==> config.mk <==
export PLATFORM = sky130hd
export DESIGN_NAME = nand_cmd_seq
export DESIGN_NICKNAME = d
export VERILOG_FILES = /design/src/rtl/nand_seq_pkg.sv /design/src/rtl/nand_cdown.sv /design/src/rtl/nand_rdy_watch.sv /design/src/rtl/nand_cmd_seq.sv
export SDC_FILE = /design/constraint.sdc
export NUM_CORES = 1
export LEC_CHECK = 0
export BUFFER_PORTS_ARGS = -buffer_cell sky130_fd_sc_hd__buf_4
export CAP_MARGIN = 30
export CORE_ASPECT_RATIO = 1.75
export CORE_MARGIN = 8
export CORE_UTILIZATION = 25
export CTS_BUF_LIST = sky130_fd_sc_hd__clkbuf_16
export DETAILED_ROUTE_END_ITERATION = 6
export GPL_TIMING_DRIVEN = 0
export PLACE_DENSITY = 0.54
export SYNTH_ARGS = -nofsm -noshare
export SYNTH_HDL_FRONTEND = slang
export SYNTH_SLANG_ARGS = --single-unit
export TNS_END_PERCENT = 20
==> constraint.sdc <==
create_clock -name clk -period 3.08 [get_ports clk]
set_clock_uncertainty 0.15 [all_clocks]
set_input_delay 0.462 -clock clk [delete_from_list [all_inputs] [get_ports clk]]
set_output_delay 0.462 -clock clk [all_outputs]
set_load 0.005 [all_outputs]
==> src/rtl/nand_seq_pkg.sv <==
package nand_seq_pkg;

  localparam logic [7:0] OPC_READ      = 8'h00;
  localparam logic [7:0] OPC_READ_GO   = 8'h30;
  localparam logic [7:0] OPC_OOB       = 8'h50;
  localparam logic [7:0] OPC_RND_OUT   = 8'h05;
  localparam logic [7:0] OPC_RND_GO    = 8'hE0;
  localparam logic [7:0] OPC_RESET     = 8'hFF;
  localparam logic [7:0] OPC_STATUS    = 8'h70;
  localparam logic [7:0] OPC_SEQ_IN    = 8'h80;
  localparam logic [7:0] OPC_RND_IN    = 8'h85;
  localparam logic [7:0] OPC_PROG      = 8'h10;
  localparam logic [7:0] OPC_CPROG     = 8'h15;
  localparam logic [7:0] OPC_ERASE_A   = 8'h60;
  localparam logic [7:0] OPC_ERASE_B   = 8'hD0;

  typedef enum logic [2:0] {
    ST_CMD, ST_COL0, ST_COL1, ST_ROW0, ST_ROW1, ST_ROW2, ST_CONF, ST_END
  } step_e;

  typedef enum logic [2:0] {
    FS_IDLE, FS_WAIT_IN, FS_BUS, FS_GUARD, FS_WAIT_OUT, FS_DONE
  } fsm_e;

  // opcodes whose column is never converted to a word offset
  function automatic logic byte_only_op(input logic [7:0] op);
    return (op == 8'h90) || (op == 8'hEC) || (op == 8'hEE) || (op == 8'hEF);
  endfunction

  // opcodes that end right after their address phase
  function automatic logic quick_finish(input logic [7:0] op);
    return (op == OPC_PROG) || (op == OPC_CPROG) || (op == OPC_ERASE_A) ||
           (op == OPC_ERASE_B) || (op == OPC_SEQ_IN) || (op == OPC_RND_IN) ||
           (op == OPC_STATUS);
  endfunction

  // out-of-band read goes out as a plain read
  function automatic logic [7:0] issued_opcode(input logic [7:0] op);
    return (op == OPC_OOB) ? OPC_READ : op;
  endfunction

  // column after spare-area offset and bus-width scaling
  function automatic logic [15:0] column_bytes(input logic [7:0] op,
                                               input logic [15:0] col,
                                               input int page_bytes,
                                               input logic wide);
    logic [15:0] c;
    c = col;
    if (op == OPC_OOB) c = c + 16'(page_bytes);
    if (wide && !byte_only_op(issued_opcode(op))) c = c >> 1;
    return c;
  endfunction

  // linear page index
  function automatic logic [23:0] row_index(input logic [23:0] blk,
                                            input logic [23:0] pg,
                                            input int ppb);
    return pg + blk * 24'(ppb);
  endfunction

  function automatic logic has_confirm(input logic [7:0] op);
    return (op == OPC_READ) || (op == OPC_RND_OUT);
  endfunction

  function automatic logic [7:0] confirm_code(input logic [7:0] op);
    return (op == OPC_RND_OUT) ? OPC_RND_GO : OPC_READ_GO;
  endfunction

  // does the command need the guard and the ready poll
  function automatic logic tail_waits(input logic [7:0] op);
    return !(quick_finish(op) || (op == OPC_RND_OUT));
  endfunction

  // Bus cycle order per opcode
  function automatic step_e step_after(input step_e s, input logic [7:0] op,
                                       input logic five);
    case (s)
      ST_CMD:  return (op == OPC_RESET) ? ST_END : ST_COL0;
      ST_COL0: return ST_COL1;
      ST_COL1: return (op == OPC_RND_OUT) ? ST_CONF : ST_ROW0;
      ST_ROW0: return ST_ROW1;
      ST_ROW1: return five ? ST_ROW2 : (has_confirm(op) ? ST_CONF : ST_END);
      ST_ROW2: return has_confirm(op) ? ST_CONF : ST_END;
      default: return ST_END;
    endcase
  endfunction

  function automatic logic [7:0] bus_byte(input step_e s, input logic [7:0] op,
                                          input logic [15:0] col,
                                          input logic [23:0] row);
    case (s)
      ST_CMD:  return op;
      ST_COL0: return col[7:0];
      ST_COL1: return col[15:8];
      ST_ROW0: return row[7:0];
      ST_ROW1: return row[15:8];
      ST_ROW2: return {4'h0, row[19:16]};
      ST_CONF: return confirm_code(op);
      default: return 8'h00;
    endcase
  endfunction

  // guard length in clocks, rounded up, at least one
  function automatic int guard_cycles(input int ns, input int period);
    int c;
    c = (ns + period - 1) / period;
    return (c < 1) ? 1 : c;
  endfunction

endpackage

==> src/rtl/nand_cdown.sv <==
module nand_cdown #(
  parameter int W = 4
) (
  input  logic         clk,
  input  logic         rst_n,
  input  logic         load,
  input  logic [W-1:0] load_val,
  output logic [W-1:0] count,
  output logic         zero
);

  logic [W-1:0] cnt_q;

  always_ff @(posedge clk or negedge rst_n) begin
    if (!rst_n)           cnt_q <= '0;
    else if (load)        cnt_q <= load_val;
    else if (cnt_q != '0) cnt_q <= cnt_q - 1'b1;
  end

  assign count = cnt_q;
  assign zero  = (cnt_q == '0);

  // once expired, the timer stays parked until reloaded
  assert_cdown_parks_R8: assert property (@(posedge clk) disable iff (!rst_n)
    (zero && !load) |=> zero);

endmodule

==> src/rtl/nand_rdy_watch.sv <==
module nand_rdy_watch #(
  parameter int LIMIT = 1000
) (
  input  logic clk,
  input  logic rst_n,
  input  logic arm,
  input  logic rb_n,
  output logic ready,
  output logic expired
);

  localparam int CW = $clog2(LIMIT + 1);
  localparam logic [CW-1:0] LIM = CW'(LIMIT);

  logic [CW-1:0] low_cnt_q;

  always_ff @(posedge clk or negedge rst_n) begin
    if (!rst_n)                         low_cnt_q <= '0;
    else if (!arm)                      low_cnt_q <= '0;
    else if (!rb_n && low_cnt_q != LIM) low_cnt_q <= low_cnt_q + 1'b1;
  end

  assign ready   = arm && rb_n;
  assign expired = arm && !rb_n && (low_cnt_q == LIM);

  // each wait starts its count from zero
  assert_watch_clears_R12: assert property (@(posedge clk) disable iff (!rst_n)
    !arm |=> (low_cnt_q == '0));

  // expiry only follows a low ready/busy sample
  assert_expiry_low_R12: assert property (@(posedge clk) disable iff (!rst_n)
    expired |-> $past(!rb_n));

endmodule

==> src/rtl/nand_cmd_seq.sv <==
module nand_cmd_seq
  import nand_seq_pkg::*;
#(
  parameter int CLK_PERIOD_NS   = 5,
  parameter int GUARD_NS        = 150,
  parameter int STROBE_CYC      = 2,
  parameter int PAGE_BYTES      = 2048,
  parameter int PAGES_PER_BLOCK = 64,
  parameter int BLOCK_W         = 14,
  parameter int TIMEOUT_CYC     = 100000,
  parameter bit BUS16           = 1'b0,
  parameter bit FIVE_CYCLE      = 1'b1,
  localparam int PAGE_W         = $clog2(PAGES_PER_BLOCK)
) (
  input  logic               clk,
  input  logic               rst_n,
  input  logic               start,
  input  logic [7:0]         cmd,
  input  logic [BLOCK_W-1:0] block,
  input  logic [PAGE_W-1:0]  page,
  input  logic [15:0]        column,
  output logic               busy,
  output logic               done,
  output logic               timeout_err,
  output logic               nand_ce_n,
  output logic               nand_cle,
  output logic               nand_ale,
  output logic               nand_we_n,
  output logic [7:0]         nand_io_out,
  output logic               nand_io_oe,
  input  logic               nand_rb_n
);

  localparam int GUARD_CYC  = guard_cycles(GUARD_NS, CLK_PERIOD_NS);
  localparam int STROBE_TOP = 2 * STROBE_CYC - 1;
  localparam int GUARD_TOP  = GUARD_CYC - 1;
  localparam int TMR_TOP    = (STROBE_TOP > GUARD_TOP) ? STROBE_TOP : GUARD_TOP;
  localparam int TMR_W      = (TMR_TOP < 1) ? 1 : $clog2(TMR_TOP + 1);

  fsm_e        fsm_q;
  step_e       step_q;
  logic [7:0]  op_q;
  logic [15:0] col_q;
  logic [23:0] row_q;
  logic        err_q;

  // named internal events
  logic             accept;
  logic             in_bus;
  logic             bus_end;
  step_e            step_nx;
  logic             load_strobe;
  logic             load_guard;
  logic             tmr_load;
  logic [TMR_W-1:0] tmr_val;
  logic [TMR_W-1:0] tmr_cnt;
  logic             tmr_zero;
  logic             rdy_arm;
  logic             rdy_ok;
  logic             rdy_expired;
  logic             strobe_low;

  assign accept  = start && (fsm_q == FS_IDLE);
  assign in_bus  = (fsm_q == FS_BUS);
  assign bus_end = in_bus && tmr_zero;
  assign step_nx = step_after(step_q, op_q, FIVE_CYCLE);

  assign load_strobe = ((fsm_q == FS_WAIT_IN) && nand_rb_n) ||
                       (bus_end && (step_nx != ST_END));
  assign load_guard  = bus_end && (step_nx == ST_END) && tail_waits(op_q);
  assign tmr_load    = load_strobe || load_guard;
  assign tmr_val     = load_guard ? TMR_W'(GUARD_TOP) : TMR_W'(STROBE_TOP);
  assign rdy_arm     = (fsm_q == FS_WAIT_IN) || (fsm_q == FS_WAIT_OUT);
  assign strobe_low  = tmr_cnt >= TMR_W'(STROBE_CYC);

  nand_cdown #(.W(TMR_W)) u_timer (
    .clk      (clk),
    .rst_n    (rst_n),
    .load     (tmr_load),
    .load_val (tmr_val),
    .count    (tmr_cnt),
    .zero     (tmr_zero)
  );

  nand_rdy_watch #(.LIMIT(TIMEOUT_CYC)) u_watch (
    .clk     (clk),
    .rst_n   (rst_n),
    .arm     (rdy_arm),
    .rb_n    (nand_rb_n),
    .ready   (rdy_ok),
    .expired (rdy_expired)
  );

  always_ff @(posedge clk or negedge rst_n) begin
    if (!rst_n) begin
      fsm_q  <= FS_IDLE;
      step_q <= ST_CMD;
      op_q   <= '0;
      col_q  <= '0;
      row_q  <= '0;
      err_q  <= 1'b0;
    end else begin
      case (fsm_q)
        FS_IDLE: if (accept) begin
          fsm_q <= FS_WAIT_IN;
          op_q  <= issued_opcode(cmd);
          col_q <= column_bytes(cmd, column, PAGE_BYTES, BUS16);
          row_q <= row_index(24'(block), 24'(page), PAGES_PER_BLOCK);
          err_q <= 1'b0;
        end
        FS_WAIT_IN: begin
          if (rdy_ok) begin
            fsm_q  <= FS_BUS;
            step_q <= ST_CMD;
          end else if (rdy_expired) begin
            fsm_q <= FS_DONE;
            err_q <= 1'b1;
          end
        end
        FS_BUS: if (bus_end) begin
          if (step_nx == ST_END) fsm_q <= tail_waits(op_q) ? FS_GUARD : FS_DONE;
          else                   step_q <= step_nx;
        end
        FS_GUARD: if (tmr_zero) fsm_q <= FS_WAIT_OUT;
        FS_WAIT_OUT: begin
          if (rdy_ok) begin
            fsm_q <= FS_DONE;
          end else if (rdy_expired) begin
            fsm_q <= FS_DONE;
            err_q <= 1'b1;
          end
        end
        default: fsm_q <= FS_IDLE;
      endcase
    end
  end

  always_comb begin
    busy        = (fsm_q != FS_IDLE);
    done        = (fsm_q == FS_DONE);
    timeout_err = err_q;
    nand_ce_n   = !busy;
    nand_io_oe  = in_bus;
    nand_we_n   = !(in_bus && strobe_low);
    nand_cle    = in_bus && ((step_q == ST_CMD) || (step_q == ST_CONF));
    nand_ale    = in_bus && (step_q inside {ST_COL0, ST_COL1, ST_ROW0, ST_ROW1, ST_ROW2});
    nand_io_out = in_bus ? bus_byte(step_q, op_q, col_q, row_q) : 8'h00;
  end

  assert_one_latch_R2: assert property (@(posedge clk) disable iff (!rst_n)
    !nand_we_n |-> (nand_cle ^ nand_ale));

  assert_ce_on_strobe_R2: assert property (@(posedge clk) disable iff (!rst_n)
    !nand_we_n |-> !nand_ce_n);

  assert_data_hold_R2: assert property (@(posedge clk) disable iff (!rst_n)
    (in_bus && !tmr_zero) |=> $stable(nand_io_out));

  assert_ready_first_R1: assert property (@(posedge clk) disable iff (!rst_n)
    $rose(nand_io_oe) |-> $past(nand_rb_n));

  assert_done_pulse_R11: assert property (@(posedge clk) disable iff (!rst_n)
    done |=> !done);

  assert_err_on_low_R12: assert property (@(posedge clk) disable iff (!rst_n)
    $rose(timeout_err) |-> $past(!nand_rb_n));

endmodule

==> results.cfg, run 1 <==
[run_status]
outcome = finished clean

[worst_setup_path]
startpoint_type = flop
worstSetupPathType = reg2out
crit_fanout = 6
critPathArrivalTime_ns = 2.39
critPathCaptureType = primary output
cpMaxStageDelayCell = or4_4
cp_cell_sequence = or4_4 -> nor4_4 -> mux2i_1 -> a2bb2oi_1 -> o32ai_1 -> buf_4
cpPeakStageDelay_ns = 0.58
rr_worst_depth = 5
rrSetupSlack_ns = 0.51
r2r_start = step_q[0]$_DFFE_PN0P_
worstPathRequired_ns = 2.47
timing.rr.end = u_timer.count[1]$_DFFE_PN0P_

[detailed_routing]
drtPass1Iterations = 4
wl_per_cell_um = 16.1
drt-vias-per-instance = 4.86
drt_drc_violations_left = 0
drt-total-wl_um = 11600
drtIter0Drc = 182
vias = 3516
ant_nets = 0

[clock_tree]
clockBufferDepth = 2
clk_pin_slew_ns = 0.06
cts_made_buffers = 9
clock_latency_ns = 0.34
cts_tree = yes
htreeDepth = 3
clock-sinks = 73
root_buffer = clkbuf_16

[timing]
period_share_pct = 97.6
slew_headroom_pct = 42.9
setup_tns_ns = 0
rsz0062_at_grt = no
worst_slew_pin_slew_ns = 0.845
max_clock_freq_mhz = 333
fin_crit_ns = 3.01
setup_violations = 0
slew_viol_final = 0
hold_viol = 0

[yosys]
ys_warn_count = 0
async_reset_ff_share_pct = 100
synth_seq_cells = 73
synth_nets = 507
ys_types = 62
synth-seq-area-share_pct = 45.6
ys.flop_type = dfrtp_1
syn_area_per_cell_um2 = 8.83
synth_cells = 454
syn_area_mm2 = 0.00401
synth-edff-count = 0

[finish]
antenna_cells = 0
final_cell_mix = 134 x nand2_1, 73 x dfrtp_1, 65 x buf_4
final_common_cell = nand2_1
area_growth_pct = 26.2
fillers = 1626
fin_cells = 724
drive_gt1_share_pct = 18.7
final_nets = 584

[global_routing]
grt-ovfl-total = 0
first_global_vias = 3739
busiest_layer = met2
grt_use_total_pct = 11.7
gr-usage-met1_pct = 12.8
antenna_found_initial = 0
use_met3_pct = 2.14
grt_pass1_wl_um = 18800
grtUsageMet2_pct = 20.8
grt_start_max_net_pins = 74

[run]
cap_violations = 0

[floorplan]
ioPinCount = 64
die_area_mm2 = 0.0205
die_h_um = 183
die_w_um = 112
rows = 61
start_util_pct = 25.4
coreArea_mm2 = 0.0158

[place]
gp_congestion = 0.867
io_buffers = 63
dp.cells = 706
dpl.hpwl_um = 8900

[power]
power_density_mw_per_mm2 = 871
ir_drop_mv = 0.292
power_mw = 4.40
p_leak_nw = 2.30

[worst_hold_path]
whs_path_depth = 3
worstHoldEndpoint = col_q[9]$_DFFE_PN0P_
holdCritPathClass = in2reg
worstHoldStart = column[9]
==> cells by family after synthesis <==
kind of cell	after synthesis	synth area share, %
xor+xnor	22	4.81
flops	73	45.6
simple gates	237	27.1
mux	19	6.24
fa+ha+maj	5	1.56
compound gates	59	10.7
buf+inv	39	4.03
==> power breakdown <==
part	internal (mW)	switching [mW]	leakage, nW
clock	0.618	0.402	0.136
sequential	1.30	0.305	0.940
combinational	0.787	0.998	1.22
==> layer usage <==
layer	part of all wire, %	routed length, µm	up-vias
met3	3.1	356	20
met1	41	4810	1713
met4	2.8	325	0
li1	-	-	1715
met5	0	0	-
met2	53	6150	68
==> worst max-delay path, delay by kind of cell, from the launching register on <==
family                 cells  cell delay (ns)
and+or+nand+nor            2             0.94
DFF                        1             0.46
AOI/OAI and AO/OA          2             0.33
buffers and inverters      1             0.18
muxes                      1             0.13
==> how the worst max path moves through the flow <==
stage	start	endpoint
2_1_floorplan	op_q[7]$_DFFE_PN0P_	nand_io_out[6]
3_3_place_gp	step_q[0]$_DFFE_PN0P_	nand_io_out[2]
3_5_place_dp	step_q[0]$_DFFE_PN0P_	nand_io_out[2]
4_1_cts	op_q[5]$_DFFE_PN0P_	nand_io_out[6]
5_1_grt	op_q[5]$_DFFE_PN0P_	nand_io_out[7]
6_report	op_q[5]$_DFFE_PN0P_	nand_io_out[7]
==> through the flow <==
stage / setup WS [ns] / util [%] / cell area, µm² / hold slack, ns
after global placement: 0.337 / 29.9 / 4720 / 0.308
after CTS: 0.0665 / 31.6 / 5000 / 0.151
after global routing: 0.000143 / 32.0 / 5060 / 0.171
final: 0.0743 / 32.0 / 5060 / 0.160
after floorplan: 0.767 / - / 4010 / 0.0164
after detailed placement: 0.313 / 29.9 / 4720 / 0.308
==> Yosys cell counts, types with 5 or more instances <==
master    number  area (µm²)
nand2_1      134         503
dfrtp_1       73        1830
nor2_1        43         161
clkbuf_1      18        67.6
inv_1         15        56.3
xnor2_1       15         131
o21ai_0       13        65.1
a21oi_1       10        50.1
mux2i_1       10         100
nand4_1        8        50.1
nor3_1         8        40.0
nand3_1        7        35.0
xor2_1         7        61.3
a211oi_1       6        45.0
ha_1           5        62.6
==> registers in the layout, indices dropped and copies added, names as in the netlist <==
| name | cells |
|---|---|
| step_q | 3 |
| row_q | 20 |
| u_timer.count | 5 |
| op_q | 8 |
| timeout_err | 1 |
| fsm_q | 3 |
| col_q | 16 |
| u_watch.low_cnt_q | 17 |
==> cell type report <==
| class | instances | area (µm²) | share of cell area [%] |
|---|---|---|---|
| tap | 189 | 236 | 4.67 |
| timing repair buffer | 67 | 526 | 10.4 |
| inverter | 15 | 56.3 | 1.11 |
| clock buffer | 9 | 225 | 4.45 |
| clock inverter | 6 | 61.3 | 1.21 |
| buffer | 23 | 103 | 2.03 |
| sequential | 73 | 1830 | 36.1 |
| multi-input combinational | 342 | 2020 | 40.0 |
==> repair_timing <==
action	in CTS	in global routing
setup buffers	0	2
pin swaps	1	1
setup endpoints to repair	4	2
hold endpoints to repair	0	1
gates resized for setup	0	3
hold buffers	0	1
(Power assumes the default switching activity.)
==> run 2, diff against run 1 <==
--- a/config.mk
+++ b/config.mk
@@ -7,2 +7,3 @@
 export LEC_CHECK = 0
+export ABC_AREA = 1
 export BUFFER_PORTS_ARGS = -buffer_cell sky130_fd_sc_hd__buf_4
==> constraint.sdc (replaced) <==
create_clock -name clk -period 3.08 [get_ports clk]
set_clock_uncertainty 0.15 [all_clocks]
set_input_delay 0.308 -clock clk [delete_from_list [all_inputs] [get_ports clk]]
set_output_delay 0.308 -clock clk [all_outputs]
set_load 0.005 [all_outputs]
==> run 2 against run 1 <==
Fmax rose by 21%; synthesized cell count rose by 22%; via count rose by 7.0%; critical path type unchanged; highest routed layer unchanged.
==> results.cfg, run 2 <==
[worst_setup_path]
crit_fanout = 8
cp_num_cells = 7
r2r_start = u_timer.count[0]$_DFFE_PN0P_
timing.rr.end = u_timer.count[1]$_DFFE_PN0P_
cpPeakStageDelay_ns = 0.50
cp_cell_sequence = nand3_1 -> inv_2 -> nand2_1 -> o21ai_0 -> a221oi_1 -> a21oi_1 -> buf_4
rrSetupSlack_ns = 1.12
rr_worst_depth = 9
critPathArrivalTime_ns = 2.02
crit_family = compound AO/OA/AOI/OAI gates
worstPathRequired_ns = 2.62
startpoint_type = flop
worstSetupPathType = reg2out
critPathCaptureType = primary output
cpMaxStageDelayCell = dfrtp_1
cp_num_buf_inv = 2

[floorplan]
die_area_mm2 = 0.0208
rows = 62
coreArea_mm2 = 0.0162
ioPinCount = 64
die_w_um = 113
start_util_pct = 25.2
die_h_um = 185

[power]
power_density_mw_per_mm2 = 823
ir_drop_mv = 0.323
p_leak_nw = 2.50

[clock_tree]
clk_pin_slew_ns = 0.06
htreeDepth = 3
clock-sinks = 73
cts_setup_buffers = 0
clock_latency_ns = 0.33
cts_made_buffers = 9
root_buffer = clkbuf_16
cts_tree = yes
clockBufferDepth = 2
cts-resized-gates = 0

[yosys]
synth-edff-count = 0
syn_area_per_cell_um2 = 7.34
synth_nets = 609
synth_area_leaders = dfrtp_1 45%, nand2_1 18%, inv_1 5.2%
ys_warn_count = 0
syn_area_mm2 = 0.00408
async_reset_ff_share_pct = 100
ys.flop_type = dfrtp_1
synth_seq_cells = 73
synth_compound_area_share_pct = 11.0
synth_fa_ha_area_share_pct = 1.53
muxShareOfSynthArea_pct = 0
ys_types = 36
yosysMostFrequentCell = nand2_1
synth_cells = 556
netlist.area_leader.share_pct = 44.8
yosys.area_share.simple_pct = 32.8
ys_top_cells_by_count = 201 x nand2_1, 73 x dfrtp_1, 57 x inv_1
synth-seq-area-share_pct = 44.8
synth_top_family_by_area = simple AND/OR/NAND/NOR gates
synth_top_area_cell = dfrtp_1
synth_xor_area_share_pct = 1.93

[timing]
hold_viol = 0
setup_tns_ns = 0
slew_headroom_pct = 62.9
worst_slew_pin_slew_ns = 0.556
max_clock_freq_mhz = 403
fin_crit_ns = 2.48
rsz0062_at_grt = no
setup_violations = 0
slew_viol_final = 0
period_share_pct = 80.6

[finish]
fin_cells = 828
reg_top3 = row_q x20, u_watch.low_cnt_q x17, col_q x16
top_register = row_q
multi_input_area_mm2 = 0.00193
largest_reg_flops = 20
area_growth_pct = 25.6
final_cell_mix = 201 x nand2_1, 73 x dfrtp_1, 63 x buf_4
final_common_cell = nand2_1
fillers = 1755
drive_gt1_share_pct = 18.7
antenna_cells = 0
final_nets = 685
fin_util_pct = 31.6
ff_latch_area_mm2 = 0.00183

[detailed_routing]
drt_drc_violations_left = 0
vias = 3761
wl_per_cell_um = 14.8
drtPass1Iterations = 4
drtIter0Drc = 193
ant_nets = 0
drt-vias-per-instance = 4.54
drt-total-wl_um = 12300

[run]
cap_violations = 0

[global_routing]
grt_pass1_wl_um = 20000
first_global_vias = 3934
grt_start_max_net_pins = 74
antenna_found_initial = 0
grt-ovfl-total = 0
grt_use_total_pct = 12.3

[place]
gp_congestion = 0.905
io_buffers = 63
dp.cells = 811
dpl.hpwl_um = 9660

[worst_hold_path]
worstHoldStart = column[10]
worstHoldEndpoint = col_q[10]$_DFFE_PN0P_
whs_path_depth = 3
holdCritPathClass = in2reg

[run_status]
outcome = finished clean
-- run 2: how the worst max path moves through the flow --
stage / start / end
6_report: step_q[0]$_DFFE_PN0P_ / nand_io_out[5]
5_1_grt: step_q[0]$_DFFE_PN0P_ / nand_io_out[5]
4_1_cts: step_q[0]$_DFFE_PN0P_ / nand_io_out[5]
3_5_place_dp: step_q[0]$_DFFE_PN0P_ / nand_io_out[5]
3_3_place_gp: step_q[0]$_DFFE_PN0P_ / nand_io_out[5]
2_1_floorplan: u_timer.count[0]$_DFFE_PN0P_ / u_timer.count[1]$_DFFE_PN0P_
-- run 2: per-stage QoR --
stage / area [µm²] / hold WS, ns / power [mW] / worst slack [ns]
global placement: 4790 / 0.317 / 3.19 / 0.955
detailed placement: 4790 / 0.319 / 3.21 / 0.984
finish: 5130 / 0.0186 / 4.22 / 0.599
CTS: 5090 / 0.0103 / 4.27 / 0.613
floorplan: 4080 / -0.138 / 2.62 / 1.37
global route: 5130 / 0.0145 / 4.59 / 0.548
-- run 2: layout make-up --
| type | instances | area share, % |
|---|---|---|
| clock inverters | 6 | 1.37 |
| flip-flops and latches | 73 | 35.6 |
| well taps | 192 | 4.69 |
| multi-input cells | 403 | 37.7 |
| inverters | 66 | 4.83 |
| clock buffers | 9 | 4.39 |
| plain buffers | 14 | 1.44 |
| repair buffers | 65 | 9.96 |
-- run 2: worst reg2reg max path: stages (launching register included) --
cell and delay, ns:
dfrtp_1 0.40, inv_1 0.13, ha_1 0.22, nand3_1 0.28, nor2_2 0.25, nand3_1 0.12, nor2_2 0.16, inv_2 0.07
nand2_1 0.06, inv_1 0.03
-- run 2: kinds of logic after synthesis --
family,count (synthesis)
flops,73
xor+xnor,9
simple gates,310
buf+inv,80
compound gates,79
fa+ha+maj,5
-- run 2: where the power goes --
part,switching [mW],internal (mW),total [mW],leakage (nW)
Clock,0.423,0.625,1.05,0.134
Combinational,1.00,0.598,1.60,1.43
Sequential,0.273,1.30,1.57,0.937
-- run 2: what timing repair did --
action / 4_1_cts / 5_1_grt
hold endpoints to repair: 0 / 73
hold buffers: 0 / 1
endpoints found under the setup margin: 0 / 0
-- run 2: routing by layer --
metal	vias to the layer above	GRT usage (%)	part of all wire, %
met3	16	2.19	3.7
met5	-	0	0
met4	0	5.81	2.5
met1	1742	12.5	38
li1	1938	-	-
met2	65	23.7	56
==> run 3, diff against run 2 <==
- PLACE_DENSITY: 0.54 -> 0.55
- clock period: 3.08 -> 2.03 ns (I/O delays scaled with it)
==> run 3 against run 2 <==
The flow now finishes with violations (negative setup slack); final cell count is 6.3% higher; critical endpoint is now nand_io_out[4]; hold slack worse by 0.0053 ns; global-route usage is 0.28 points higher; design area is 13% higher; critical path depth is 1 higher.
==> results.cfg, run 3 (synthesis results as in run 2) <==
[run_status]
outcome = finished, violations left
violations = negative setup slack

[floorplan]
die_area_mm2 = 0.0208
ioPinCount = 64
die_h_um = 185
rows = 62
die_w_um = 113
coreArea_mm2 = 0.0162
start_util_pct = 25.2

[power]
ir_drop_mv = 0.438
p_leak_nw = 2.78
power_density_mw_per_mm2 = 1220

[timing]
postLayoutSetupSlackWorst_ns = -0.0488
max_clock_freq_mhz = 481
setup_violations = 4
setup_tns_ns = -0.0687
rsz0062_at_grt = yes
period_share_pct = 102
slew_headroom_pct = 69.6
slew_viol_final = 0
finalHoldWorstSlack_ns = 0.0134
hold_viol = 0
fin_crit_ns = 2.08
worst_slew_pin_slew_ns = 0.456

[finish]
final_nets = 736
drive_gt1_share_pct = 25.7
reg_top3 = row_q x20, u_watch.low_cnt_q x17, col_q x16
final_common_cell = nand2_1
top_register = row_q
fillers = 1688
final_cell_mix = 195 x nand2_1, 74 x buf_4, 70 x dfrtp_1
area_growth_pct = 42.6
fin_cells = 880
largest_reg_flops = 20
antenna_cells = 0

[global_routing]
grt_use_total_pct = 12.6
first_global_vias = 4101
grtUsageMet2_pct = 24.0
grt_pass1_wl_um = 20500
grt_start_max_net_pins = 74
busiest_layer = met2
use_met3_pct = 2.45
grt-ovfl-total = 0
antenna_found_initial = 0
gr-usage-met1_pct = 12.8

[clock_tree]
clock_latency_ns = 0.33
clockBufferDepth = 2
clk_pin_slew_ns = 0.06
htreeDepth = 3
clock-sinks = 73
cts_tree = yes
root_buffer = clkbuf_16
cts_made_buffers = 9

[place]
dp.cells = 811
io_buffers = 63
dpl.hpwl_um = 9390
gp_congestion = 0.896

[detailed_routing]
drt-vias-per-instance = 4.54
vias = 3995
ant_nets = 0
drt_drc_violations_left = 0
drt-total-wl_um = 12600
drtPass1Iterations = 4
wl_per_cell_um = 14.4
drtIter0Drc = 157

[worst_hold_path]
whs_path_depth = 3
holdCritPathClass = in2reg

[worst_setup_path]
worstPathRequired_ns = 1.68
cpMaxStageDelayCell = dfrtp_1
startpoint_type = flop
rr_worst_depth = 10
critPathCaptureType = primary output
critPathArrivalTime_ns = 1.73
cpPeakStageDelay_ns = 0.37
crit_fanout = 8
cpMostUsedCell = buf_6
worstSetupPathType = reg2out
cp_cell_sequence = buf_6 -> nor2_4 -> buf_6 -> nand3_1 -> nand2_1 -> a21oi_2 -> a41oi_2 -> buf_4

[run]
cap_violations = 0
==> run 3: changes by cell type in the layout (fill, tap and decap cells not counted), moves of 6 or more <==
cell           before  now
dlygate4sd3_1       1   36
nor2_2              5   11
nor2_1             36   30
buf_4              63   74
nand3_1            34   28
nand2_1           201  195
==> run 3: critical path: cells and delay by family, from the launching register on <==
family,cells,cell delay (ns)
simple gates,3,0.37
compound gates,2,0.23
flops,1,0.37
buf+inv,3,0.43
==> run 3: final timing paths <==
check | start | endpoint | slack (ns)
worst max-delay path | step_q[1]$_DFFE_PN0P_ | nand_io_out[4] | -0.05
worst min-delay path | cmd[7] | op_q[7]$_DFFE_PN0P_ | 0.01
worst max register to register | u_watch.low_cnt_q[9]$_DFFE_PN0P_ | u_watch.low_cnt_q[14]$_DFFE_PN0P_ | 0.15
worst min register to register | row_q[1]$_DFFE_PN0P_ | row_q[1]$_DFFE_PN0P_ | 0.33
max in group asynchronous | rst_n | op_q[0]$_DFFE_PN0P_ | 0.93
min in group asynchronous | rst_n | col_q[0]$_DFFE_PN0P_ | 0.21
==> run 3: cell type report <==
class                   instances  area [µm²]  area share [%]
clock buffers                   9         225            3.87
repair buffers                115         981            16.9
flip-flops and latches         73        1830            31.5
multi-input cells             404        2090            36.0
inverters                      66         263            4.52
plain buffers                  14        90.1            1.55
clock inverters                 7        95.1            1.63
well taps                     192         240            4.13
==> run 3: repair_timing <==
action	4_1_cts	5_1_grt
pin swaps	13	14
buffers inserted	8	7
hold buffers	36	0
gates resized for setup	34	30
cloned	1	0
hold endpoints to repair	108	0
endpoints found under the setup margin	10	44
==> run 3: where the power goes <==
| part | internal (mW) | total (mW) | switching (mW) | leakage (nW) |
|---|---|---|---|---|
| Combinational | 1.23 | 2.95 | 1.72 | 1.70 |
| Sequential | 1.98 | 2.42 | 0.442 | 0.933 |
| Clock | 1.08 | 1.71 | 0.631 | 0.149 |
| Total | 4.29 | 7.08 | 2.79 | 2.78 |
==> run 3: metrics by stage <==
| step | instance area [µm²] | setup slack (ns) | total power [mW] | util [%] |
|---|---|---|---|---|
| floorplan | 4080 | 0.323 | 3.98 | - |
| global placement | 4790 | 0.0000828 | 4.84 | 29.6 |
| detailed placement | 4790 | 0.00539 | 4.85 | 29.6 |
| CTS | 5650 | -0.0232 | 6.96 | 34.8 |
| global route | 5820 | -0.105 | 7.65 | 35.9 |
| finish | 5820 | -0.0488 | 7.08 | 35.9 |
==> run 3: layer usage <==
metal  up-vias  wire length [µm]
met3        18               460
li1       2038                 -
met2        76              6960
met4         0               284
met1      1863              4940
met5         -                 0
